==> src/rtl/cfg_port_pkg.sv <==
package cfg_port_pkg;
  typedef enum logic [1:0] {KEY_LOCKED, KEY_HALF, KEY_OPEN} key_state_e;

  localparam logic [7:0] ENTRY_KEY   = 8'h87;
  localparam logic [7:0] EXIT_KEY    = 8'hAA;
  localparam logic [7:0] IDX_LDN     = 8'h07;
  localparam logic [7:0] IDX_GLB     = 8'h20;
  localparam logic [7:0] IDX_BANK    = 8'h30;
  localparam logic [7:0] IDX_ACT     = 8'h30;
  localparam logic [5:0] IDX_BASE_HI = 6'b011000; // 0x60..0x63
  localparam logic [7:0] IDX_IRQ     = 8'h70;
  localparam logic [7:0] IDX_IRQTYPE = 8'h71;
  localparam logic [7:0] CLOSED_RD   = 8'hFF;
endpackage

==> src/rtl/cfg_key_fsm.sv <==
module cfg_key_fsm
  import cfg_port_pkg::*;
(
  input  logic       clk_i,
  input  logic       rst_ni,
  input  logic       idx_wr_i,
  input  logic [7:0] wdata_i,
  output logic       open_o,
  output logic       idx_load_o
);
  key_state_e state_q, state_d;

  always_comb begin
    state_d = state_q;
    if (idx_wr_i) begin
      unique case (state_q)
        KEY_LOCKED: state_d = (wdata_i == ENTRY_KEY) ? KEY_HALF : KEY_LOCKED;
        KEY_HALF:   state_d = (wdata_i == ENTRY_KEY) ? KEY_OPEN : KEY_LOCKED;
        KEY_OPEN:   state_d = (wdata_i == EXIT_KEY)  ? KEY_LOCKED : KEY_OPEN;
        default:    state_d = KEY_LOCKED;
      endcase
    end
  end

  always_ff @(posedge clk_i or negedge rst_ni) begin
    if (!rst_ni) state_q <= KEY_LOCKED;
    else         state_q <= state_d;
  end

  assign open_o     = (state_q == KEY_OPEN);
  assign idx_load_o = idx_wr_i && open_o && (wdata_i != EXIT_KEY);


  gate_open_chk: assert property (@(posedge clk_i) disable iff (!rst_ni)
    $rose(open_o) |-> ($past(idx_wr_i) && $past(wdata_i) == ENTRY_KEY && $past(state_q) == KEY_HALF));


  exit_key_chk: assert property (@(posedge clk_i) disable iff (!rst_ni)
    (open_o && idx_wr_i && wdata_i == EXIT_KEY) |=> !open_o);


  key_reset_chk: assert property (@(posedge clk_i) disable iff (!rst_ni)
    (state_q == KEY_HALF && idx_wr_i && wdata_i != ENTRY_KEY) |=> (state_q == KEY_LOCKED));
endmodule

==> src/rtl/cfg_global_regs.sv <==
module cfg_global_regs
  import cfg_port_pkg::*;
#(
  parameter int NUM_DEV = 8,
  parameter int NUM_GLB = 16,
  localparam int LDN_W  = $clog2(NUM_DEV),
  localparam int GLB_W  = $clog2(NUM_GLB)
) (
  input  logic             clk_i,
  input  logic             rst_ni,
  input  logic             wr_i,
  input  logic [7:0]       idx_i,
  input  logic [7:0]       wdata_i,
  output logic [7:0]       rdata_o,
  output logic [LDN_W-1:0] ldn_o
);
  logic [LDN_W-1:0] ldn_q;
  logic [7:0]       glb_q [NUM_GLB];
  logic [7:0]       off;
  logic             in_glb;

  assign off    = idx_i - IDX_GLB;
  assign in_glb = (idx_i >= IDX_GLB) && (off < 8'(NUM_GLB));

  always_ff @(posedge clk_i or negedge rst_ni) begin
    if (!rst_ni) begin
      ldn_q <= '0;
      for (int i = 0; i < NUM_GLB; i++) glb_q[i] <= '0;
    end else if (wr_i) begin
      if (idx_i == IDX_LDN) ldn_q <= wdata_i[LDN_W-1:0];
      else if (in_glb)      glb_q[off[GLB_W-1:0]] <= wdata_i;
    end
  end

  always_comb begin
    rdata_o = '0;
    if (idx_i == IDX_LDN) rdata_o = 8'(ldn_q);
    else if (in_glb)      rdata_o = glb_q[off[GLB_W-1:0]];
  end

  assign ldn_o = ldn_q;
endmodule

==> src/rtl/cfg_dev_bank.sv <==
module cfg_dev_bank
  import cfg_port_pkg::*;
(
  input  logic       clk_i,
  input  logic       rst_ni,
  input  logic       sel_i,
  input  logic       wr_i,
  input  logic [7:0] idx_i,
  input  logic [7:0] wdata_i,
  output logic [7:0] rdata_o,
  output logic       active_o
);
  logic       act_q;
  logic [7:0] base_q [4];
  logic [3:0] irq_q;
  logic [1:0] type_q;
  logic       we;

  assign we = wr_i && sel_i;

  always_ff @(posedge clk_i or negedge rst_ni) begin
    if (!rst_ni) begin
      act_q  <= 1'b0;
      irq_q  <= '0;
      type_q <= '0;
      for (int i = 0; i < 4; i++) base_q[i] <= '0;
    end else if (we) begin
      if (idx_i == IDX_ACT)               act_q  <= wdata_i[0];
      else if (idx_i[7:2] == IDX_BASE_HI) base_q[idx_i[1:0]] <= wdata_i;
      else if (idx_i == IDX_IRQ)          irq_q  <= wdata_i[3:0];
      else if (idx_i == IDX_IRQTYPE)      type_q <= wdata_i[1:0];
    end
  end

  always_comb begin
    rdata_o = '0;
    if (idx_i == IDX_ACT)               rdata_o = {7'd0, act_q};
    else if (idx_i[7:2] == IDX_BASE_HI) rdata_o = base_q[idx_i[1:0]];
    else if (idx_i == IDX_IRQ)          rdata_o = {4'd0, irq_q};
    else if (idx_i == IDX_IRQTYPE)      rdata_o = {6'd0, type_q};
  end

  assign active_o = act_q;


  act_write_chk: assert property (@(posedge clk_i) disable iff (!rst_ni)
    (wr_i && sel_i && idx_i == IDX_ACT) |=> (active_o == $past(wdata_i[0])));


  bank_hold_chk: assert property (@(posedge clk_i) disable iff (!rst_ni)
    !sel_i |=> $stable(active_o));
endmodule

==> src/rtl/gated_cfg_port.sv <==
module gated_cfg_port
  import cfg_port_pkg::*;
#(
  parameter int NUM_DEV = 8,
  parameter int NUM_GLB = 16,
  localparam int LDN_W  = $clog2(NUM_DEV)
) (
  input  logic               clk_i,
  input  logic               rst_ni,
  input  logic               wr_en_i,
  input  logic               addr_i,
  input  logic [7:0]         wdata_i,
  output logic [7:0]         rdata_o,
  output logic [NUM_DEV-1:0] dev_active_o
);
  logic             cfg_open, idx_load, dat_wr, glb_wr, bank_wr;
  logic [7:0]       idx_q, glb_rd;
  logic [LDN_W-1:0] ldn;
  logic [7:0]       bank_rd [NUM_DEV];

  cfg_key_fsm u_key (
    .clk_i      (clk_i),
    .rst_ni     (rst_ni),
    .idx_wr_i   (wr_en_i && !addr_i),
    .wdata_i    (wdata_i),
    .open_o     (cfg_open),
    .idx_load_o (idx_load)
  );

  always_ff @(posedge clk_i or negedge rst_ni) begin
    if (!rst_ni)       idx_q <= '0;
    else if (idx_load) idx_q <= wdata_i;
  end

  assign dat_wr  = wr_en_i && addr_i && cfg_open;
  assign glb_wr  = dat_wr && (idx_q < IDX_BANK);
  assign bank_wr = dat_wr && (idx_q >= IDX_BANK);

  cfg_global_regs #(.NUM_DEV(NUM_DEV), .NUM_GLB(NUM_GLB)) u_glb (
    .clk_i   (clk_i),
    .rst_ni  (rst_ni),
    .wr_i    (glb_wr),
    .idx_i   (idx_q),
    .wdata_i (wdata_i),
    .rdata_o (glb_rd),
    .ldn_o   (ldn)
  );

  for (genvar d = 0; d < NUM_DEV; d++) begin : g_bank
    cfg_dev_bank u_bank (
      .clk_i    (clk_i),
      .rst_ni   (rst_ni),
      .sel_i    (ldn == LDN_W'(d)),
      .wr_i     (bank_wr),
      .idx_i    (idx_q),
      .wdata_i  (wdata_i),
      .rdata_o  (bank_rd[d]),
      .active_o (dev_active_o[d])
    );
  end

  always_comb begin
    if (!cfg_open)              rdata_o = CLOSED_RD;
    else if (!addr_i)           rdata_o = idx_q;
    else if (idx_q >= IDX_BANK) rdata_o = bank_rd[ldn];
    else                        rdata_o = glb_rd;
  end


  closed_wr_ignored_chk: assert property (@(posedge clk_i) disable iff (!rst_ni)
    (!cfg_open && wr_en_i && addr_i) |=> ($stable(ldn) && $stable(dev_active_o)));


  idx_store_chk: assert property (@(posedge clk_i) disable iff (!rst_ni)
    (cfg_open && wr_en_i && !addr_i && wdata_i != EXIT_KEY) |=> (idx_q == $past(wdata_i)));


  exit_keeps_idx_chk: assert property (@(posedge clk_i) disable iff (!rst_ni)
    (wr_en_i && !addr_i && wdata_i == EXIT_KEY) |=> $stable(idx_q));
endmodule

==> config.mk <==
export PLATFORM = sky130hd
export DESIGN_NAME = gated_cfg_port
export DESIGN_NICKNAME = d
export VERILOG_FILES = /design/src/rtl/cfg_port_pkg.sv /design/src/rtl/cfg_key_fsm.sv /design/src/rtl/cfg_global_regs.sv /design/src/rtl/cfg_dev_bank.sv /design/src/rtl/gated_cfg_port.sv
export SDC_FILE = /design/constraint.sdc
export NUM_CORES = 1
export LEC_CHECK = 0
export ABC_AREA = 0
export BUFFER_PORTS_ARGS = -buffer_cell sky130_fd_sc_hd__buf_2
export CORE_MARGIN = 2
export CORE_UTILIZATION = 58
export CTS_BUF_LIST = sky130_fd_sc_hd__clkbuf_4 sky130_fd_sc_hd__clkbuf_8
export DETAILED_ROUTE_END_ITERATION = 6
export PLACE_DENSITY = 0.74
export SKIP_CTS_REPAIR_TIMING = 1
export SYNTH_ARGS = -nofsm -noshare
export SYNTH_HDL_FRONTEND = slang
export SYNTH_HIERARCHICAL = 1
export SYNTH_SLANG_ARGS = --single-unit
==> constraint.sdc <==
create_clock -name clk_i -period 4.3 [get_ports clk_i]
set_input_delay 0.645 -clock clk_i [delete_from_list [all_inputs] [get_ports clk_i]]
set_output_delay 0.645 -clock clk_i [all_outputs]
set_load 0.01 [all_outputs]
## Word-level counts from Yosys, hierarchy flattened

Cells that the tools add are included.

| cells by class | value |
|---|---|
| $add $sub $neg | 1 |
| divide/modulo/power cells | 0 |
| multipliers | 0 |
| shifts and indexed selects | 0 |
| equality and inequality tests | 17 |
| bitwise gates (word level) | 7 |
| reduce and logical (&&, ||, !) cells | 55 |
| mux-type cells | 84 |
| $lt $le $gt $ge | 9 |

Operator list:

| kind | count |
|---|---|
| 8-bit two-way mux | 51 |
| 32-bit bitwise mux | 8 |
| 8-bit binary-select mux with 2-bit select | 8 |
| 128-bit bitwise mux | 1 |
| 5-bit AND reduction | 8 |
| 8-bit binary-select mux with 4-bit select | 1 |
| 8-bit demux with 4-bit select | 1 |
| 4-bit AND reduction | 8 |
| 3-bit AND reduction | 9 |
| 8-bit binary-select mux with 3-bit select | 1 |
| 2-bit two-way mux | 10 |
| 1-bit logical AND | 18 |
| 2-bit AND reduction | 9 |
| 8-bit demux with 2-bit select | 1 |
| 8-bit by 7-bit equality test with 1-bit output, second input constant | 2 |
| 8-bit equality test, second input constant | 2 |
| 8-bit by 6-bit greater-or-equal comparator with 1-bit output, second input constant | 2 |
| 3-bit equality test, second input constant | 4 |
| 8-bit by 3-bit equality test with 1-bit output, second input constant | 1 |
| 8-bit by 6-bit equality test with 1-bit output, second input constant | 1 |
| 8-bit by 5-bit less-than comparator with 1-bit output, second input constant | 1 |
| 8-bit by 6-bit less-than comparator with 1-bit output, second input constant | 1 |
| 8-bit inequality test, second input constant | 1 |
| 8-bit by 6-bit subtractor with 8-bit output, second input constant | 1 |
| 19 further kinds | 23 |

| storage, ports and cells | value |
|---|---|
| register bits after elaboration | 453 |
| memories | 0 |
| bits in writable memories | 0 |
| memory bits (read-only) | 0 |
| logic and storage cells | 248 |
| latch bits | 0 |

## Depth between registers and ports, before layout

Gate-level depths: netlist (run 1).

| logic depth | value |
|---|---|
| depth after elaboration | 12 |
| depth in mapped cells | 9 |
| gate-level depth less buffers | 9 |

## Hierarchy

Netlist (run 1), hierarchy kept.

By module, submodules not included:

| module | cells an instance | instances | area each (µm²) |
|---|---|---|---|
| cfg_dev_bank (g_bank[3].u_bank ...) | 134 | 5 | 1913.1 |
| cfg_global_regs | 381 | 1 | 6100.9 |
| cfg_dev_bank (g_bank[0].u_bank ...) | 140 | 3 | 1969.4 |
| gated_cfg_port | 137 | 1 | 1121.1 |
| cfg_key_fsm | 12 | 1 | 147.6 |

## Least setup slack after synthesis (run 1)

OpenSTA, ideal clock, no wires.

| timing path | value |
|---|---|
| path type | reg-to-output |
| from | register idx_q[1] |
| to | output rdata_o[2] |
| stages on the path, launching flop included | 10 |
| path slack | 0.831 ns |
| arrival time | 2.824 ns |
| buffers on the path | 2 |
| cells stage by stage | dfrtp_1 -> clkbuf_1 -> buf_1 -> mux2_2 -> nand2_1 -> a31oi_1 -> mux4_1 -> nand2_1 -> o21a_1 -> o21ai_0 |

RTL lines:

| item | RTL line | source |
|---|---|---|
| from (decl) | gated_cfg_port.sv:17 | `logic [7:0] idx_q, glb_rd;` |
| from (signal assigned) | gated_cfg_port.sv:32 | `else if (idx_load) idx_q <= wdata_i;` |
| to (decl) | gated_cfg_port.sv:13 | `output logic [7:0] rdata_o,` |

==> results.txt, run 1 <==
maximum vdd drop -> 197 µV
critical path depth -> 10
Final Hold Fails -> 0
total CTS buffers -> 77
gr ovfl total -> 0
post-synth cell types -> 71
R2R Setup Slk -> 0.96 ns
CP Cell Sequence -> buf_4 > nor4b_1 > buf_4 > nand2_1 > nor2_1 > mux2i_1 > nand2_1 > o2111ai_1 > o21ai_0 > buf_2
Area contributors post-synth -> dfrtp_1, mux2_2, mux4_2, mux2i_1, nor2b_1
synthesis-to-layout area growth -> 11.2%
setup ws final -> -0.0521 ns
Yosys warning count -> 6
# rows -> 72
CTS tree -> built
R2R Path End -> g_bank[0].u_bank/base_q[17]
Cells after Synth -> 1,620
CTS H-Tree Depth -> 3
Root Driver -> clkbuf_8
DP Area -> 23,600 µm²
Final #Nets -> 1,696
largest net degree at the start of global routing -> 102
Final Cycle Share -> 101%
Slew Limit Fails -> 0
met1 wire length -> 24,900 µm
crit path buf inv count -> 3
CTS sink cnt -> 453
antenna violations before repair -> 2
ANT nets after route -> 0
Worst slew margin -> 39.0%
I/O Pins -> 28
register area share after synthesis -> 49.6%
failing checks -> setup timing
Worst Setup End Kind -> output pin
global-route wire length before repair -> 88,900 µm
CTS clk-pin slew, worst paths -> 0.07 ns
final setup TNS -> -0.0521 ns
clock buffer depth -> 3
Pre-Repair DR Iteration Count -> 5
via count -> 14,500
Die Area -> 41,000 µm²
clock latency on the worst-skew pair -> 0.63 ns
Post-synth EDFFs -> 0
Reg-to-Reg Start -> idx_q[4]
WS Path Type -> reg -> out
Slew @ Worst Pin -> 0.910 ns
share of cells above drive strength 1 -> 49.5%
Synthesized Nets -> 1,633
port bufs -> 27
Setup Viol. Count Final -> 1
RSZ-0062 raised after global routing -> yes
number of global-route vias before repair -> 15,000
Worst EP arrival -> 3.71 ns
Hold/Removal Path Class -> in -> async
top-area cell type share of the netlist area -> 49.6%
delay-heaviest family, CP -> simple AND/OR/NAND/NOR gates
Leak -> 12.0 nW
initial DRC count -> 1,025
CP max stage delay -> 0.57 ns
total power -> 9.75 mW
WL per Instance -> 25.0 µm
Avg Synthesized Cell Area -> 14.1 µm²
DRC -> 0
Max Used Layer -> met5
Initial Util -> 59.0%
slowest stage cell, crit path -> dfrtp_1
total wire length -> 56,600 µm
P per Cell Area -> 384 nW/µm²
width of the die -> 202 µm
status -> finished, violations left
Final Util -> 65.6%
Async SR Flop Fraction -> 100%
RD Place Congestion -> 0.847
worst reg-to-reg path cell count -> 7
met3 WL -> 3880 µm
register bit total from synthesis -> 453
vias per cell -> 6.42
Synth Cell Area -> 22,800 µm²
Max Cap Viol -> 0
Core Area -> 38,700 µm²
Most used DFF post-synth -> dfrtp_1
GRT Util Overall -> 28.2%
Peak Freq -> 0.230 GHz
Diodes inserted -> 0
post-route minimum period -> 4.35 ns
Yosys top cell by area -> dfrtp_1
met2 wire length -> 26,000 µm
DPL Wire Length -> 35,600 µm
CP max FO -> 13
Startpoint Class -> register
Req. time, crit path -> 3.65 ns
cell area after layout -> 25,400 µm²
chip height -> 202 µm
Clock Skews -> 0.0252 ns
-- routing by layer --
metal	vias up	global-route usage [%]
li1	6261	-
met2	495	42.4
met1	7641	40.7
met5	-	0
met3	102	6.26
met4	2	10.5
-- power breakdown --
part | internal [mW] | switching, mW | total [mW]
Combinational | 0.381 | 0.687 | 1.07
Clock | 2.55 | 1.72 | 4.27
Sequential | 4.32 | 0.0932 | 4.41
-- registers in the layout (all words and copies together) (netlist names) --
register	cells
g_bank.u_bank/active_o	8
g_bank.u_bank/base_q	256
g_bank.u_bank/irq_q	32
g_bank.u_bank/type_q	16
idx_q	8
u_glb/glb_q	128
u_glb/ldn_o	3
u_key/state_q	2
-- cell families (layout without fill, tap and decap cells) --
logic type / after synthesis / after routing / share of synthesized area [%]
AO/OA/AOI/OAI: 104 / 104 / 3.17
flip-flops: 453 / 453 / 49.6
AND/OR/NAND/NOR: 324 / 324 / 9.78
XOR/XNOR: 1 / 1 / 0.0712
multiplexers: 621 / 621 / 34.5
buffers and inverters: 116 / 236 / 2.77
adder cells (fa/ha/maj): 1 / 1 / 0.0548
-- cell type report --
class | count | area, µm²
inverter | 28 | 105
multi-input combinational | 1051 | 10900
clock buffer | 121 | 1530
timing repair buffer | 72 | 639
clock inverter | 15 | 203
fill | 2802 | 13300
sequential | 453 | 11300
tap | 518 | 648
-- placed cells by master, fill, tap and decap left out, types with 6 or more instances in the layout --
| cell | count |
|---|---|
| mux2_2 | 485 |
| dfrtp_1 | 447 |
| clkbuf_8 | 99 |
| mux4_2 | 79 |
| nand2_1 | 49 |
| mux2i_1 | 43 |
| nor2b_1 | 41 |
| nor2_1 | 32 |
| buf_4 | 32 |
| and3_1 | 30 |
| inv_1 | 28 |
| buf_2 | 26 |
| nand4_1 | 23 |
| clkbuf_4 | 22 |
| nand3_1 | 20 |
| a31oi_1 | 17 |
| a21oi_1 | 16 |
| o21ai_0 | 14 |
| mux2_4 | 12 |
| nor2_2 | 12 |
| nand2b_1 | 11 |
| o22ai_1 | 10 |
| or2_2 | 10 |
| a22oi_1 | 10 |
| buf_12 | 10 |
| clkinv_2 | 9 |
| nor4b_4 | 9 |
| nor3_2 | 7 |
| nor4b_1 | 7 |
| nor4_1 | 6 |
| or4b_2 | 6 |
| nand3b_1 | 6 |
| nor4b_2 | 6 |
| and4_1 | 6 |
-- worst max path at each step --
stage                   from         end  slack [ns]
global route        idx_q[3]  rdata_o[5]       -0.01
finish              idx_q[7]  rdata_o[1]       -0.05
CTS                 idx_q[5]  rdata_o[5]       -0.11
global placement    idx_q[0]  rdata_o[0]        0.64
floorplan           idx_q[1]  rdata_o[2]        0.83
detailed placement  idx_q[5]  rdata_o[5]        0.59
-- per-stage QoR --
step | hold slack [ns] | cells | worst slack (ns)
finish | 0.0112 | 2258 | -0.0521
global placement | 0.481 | 2119 | 0.636
global route | 0.0290 | 2258 | -0.0117
detailed placement | 0.487 | 2119 | 0.590
CTS | 0.000789 | 2255 | -0.114
floorplan | 0.349 | 1620 | 0.831
-- synthesized netlist by cell type (7+ instances only) --
library cell,count
a31oi_1,17
nor3_2,7
mux2_2,485
mux2i_1,43
mux2_4,12
nand2b_1,11
buf_6,18
clkbuf_1,25
o22ai_1,10
nor4b_4,8
buf_1,7
nor2_1,32
or2_2,10
nand2_1,49
mux4_2,79
nor2_2,12
dfrtp_1,453
nand4_1,23
a21oi_1,16
o21ai_0,14
nor4b_1,14
nand3_1,20
a22oi_1,10
buf_2,32
nor2b_1,41
and3_1,30
inv_1,28
Power figures use the tool's default switching activity.
==> inputs of run 2 (changes only) <==
- CORE_ASPECT_RATIO: not set -> 1.2
==> run 2 against run 1 <==
The flow now finishes without violations. Die area about the same. Total power decreased by 2.8%. First-iteration DRC count increased by 14%. Core utilization decreased by 0.40 points. Hold slack improved by 0.075 ns. Cell count increased by 0.58%. Register-to-register slack got worse by 0.02 ns. Via count decreased by 0.72%. Critical path type unchanged. Critical endpoint is now rdata_o[0]. Largest power group unchanged.
==> results.txt, run 2 (same netlist as run 1, synthesis figures left out) <==
clock latency on the worst-skew pair -> 0.65 ns
total CTS buffers -> 75
WL per Instance -> 24.5 µm
Sequential Area -> 11,400 µm²
CTS clk-pin slew, worst paths -> 0.06 ns
Die Area -> 41,000 µm²
critical path depth -> 9
Hold/Removal Path Class -> in -> async
met2 GRT Util -> 45.5%
Core Area -> 38,800 µm²
# rows -> 79
Startpoint Class -> register
final setup TNS -> 0 ns
commonest non-fill, non-tap cell in the layout -> mux2_2
worst reg-to-reg path cell count -> 7
Critical Path Most Common Cell -> mux2i_1
CTS tree -> built
width of the die -> 185 µm
Initial Util -> 58.8%
Worst slew margin -> 31.2%
biggest regs -> g_bank.u_bank/base_q: 256 flops, u_glb/glb_q: 128 flops, g_bank.u_bank/irq_q: 32 flops
status -> completed
largest net degree at the start of global routing -> 113
chip height -> 221 µm
post-route minimum period -> 4.20 ns
R2R Setup Slk -> 0.94 ns
delay-heaviest family, CP -> compound AO/OA/AOI/OAI gates
P per Cell Area -> 374 nW/µm²
ANT nets after route -> 0
synthesis-to-layout area growth -> 10.8%
global-route wire length before repair -> 87,300 µm
met1 usage -> 37.6%
number of global-route vias before repair -> 15,200
met3 Resource Use GR -> 4.56%
clock buffer depth -> 3
DRC -> 0
CP Cell Sequence -> buf_12 > mux2i_1 > or4b_2 > a31oi_1 > mux2i_1 > o22ai_1 > a211oi_1 > a21oi_1 > buf_2
antenna violations before repair -> 0
CP max stage delay -> 0.65 ns
vias per cell -> 6.34
Slew Limit Fails -> 0
initial DRC count -> 1,167
Peak Freq -> 0.238 GHz
CTS H-Tree Depth -> 3
CTS sink cnt -> 453
RD Place Congestion -> 0.961
placed insts -> 2,135
Pre-Repair DR Iteration Count -> 5
Top reg by flops -> g_bank.u_bank/base_q
commonest cells after routing, fill and taps aside -> mux2_2, dfrtp_1, clkbuf_8
Max Cap Viol -> 0
Root Driver -> clkbuf_8
Largest register FFs -> 256
crit path buf inv count -> 2
gr ovfl total -> 0
total power -> 9.48 mW
CP max FO -> 42
cell area after layout -> 25,300 µm²
slowest stage cell, crit path -> dfrtp_4
FILL cells -> 2,839
multi-input logic area -> 10,900 µm²
DP Area -> 23,600 µm²
Clock Skews -> 0.0188 ns
Final Cycle Share -> 97.7%
Final #Nets -> 1,704
Slew @ Worst Pin -> 1.02 ns
GRT busiest layer -> met2
I/O Pins -> 28
Final Non-Filler Cells -> 2,271
share of cells above drive strength 1 -> 49.5%
Final Util -> 65.2%
Final Hold Fails -> 0
WS Path Type -> reg -> out
GRT Util Overall -> 27.9%
port bufs -> 27
Leak -> 11.9 nW
Worst Setup End Kind -> output pin
DPL Wire Length -> 35,100 µm
maximum vdd drop -> 278 µV
Req. time, crit path -> 3.65 ns
Setup Viol. Count Final -> 0
total wire length -> 55,600 µm
via count -> 14,400
Worst EP arrival -> 3.56 ns
## run 2: cell type report
type | instances | area share, %
Sequential cell | 453 | 44.8
Multi-Input combinational cell | 1051 | 43.1
Clock buffer | 118 | 5.85
Timing Repair Buffer | 82 | 2.74
Tap cell | 526 | 2.60
Clock inverter | 12 | 0.494
Inverter | 28 | 0.415
Antenna cell | 1 | 0.00988
## run 2: through the flow
stage	setup WS, ns	hold slack (ns)
detailed placement	0.549	0.488
floorplan	0.831	0.349
CTS	-0.167	0.0892
global placement	0.556	0.482
global route	-0.0431	0.143
finish	0.0982	0.0864
## run 2: routing by layer
| metal | share of wire [%] | vias up |
|---|---|---|
| met2 | 49 | 463 |
| li1 | - | 6278 |
| met3 | 5.6 | 109 |
| met4 | 3.2 | 0 |
| met1 | 42 | 7547 |
| met5 | 0 | - |
## run 2: power breakdown
group          leakage (nW)  switching, mW  internal, mW
logic                  4.79          0.669         0.384
registers              6.30          0.105          4.32
clock network         0.846           1.70          2.30
## run 2: final timing paths
check | start | to
min in group clk_i | wdata_i[1] | g_bank[3].u_bank/base_q[1]
hold reg to reg | g_bank[7].u_bank/base_q[2] | g_bank[7].u_bank/base_q[2]
max in group asynchronous | rst_ni | g_bank[6].u_bank/irq_q[1]
hold / removal | rst_ni | g_bank[7].u_bank/base_q[25]
setup reg to reg | idx_q[4] | g_bank[1].u_bank/base_q[25]
setup / recovery | idx_q[1] | rdata_o[0]
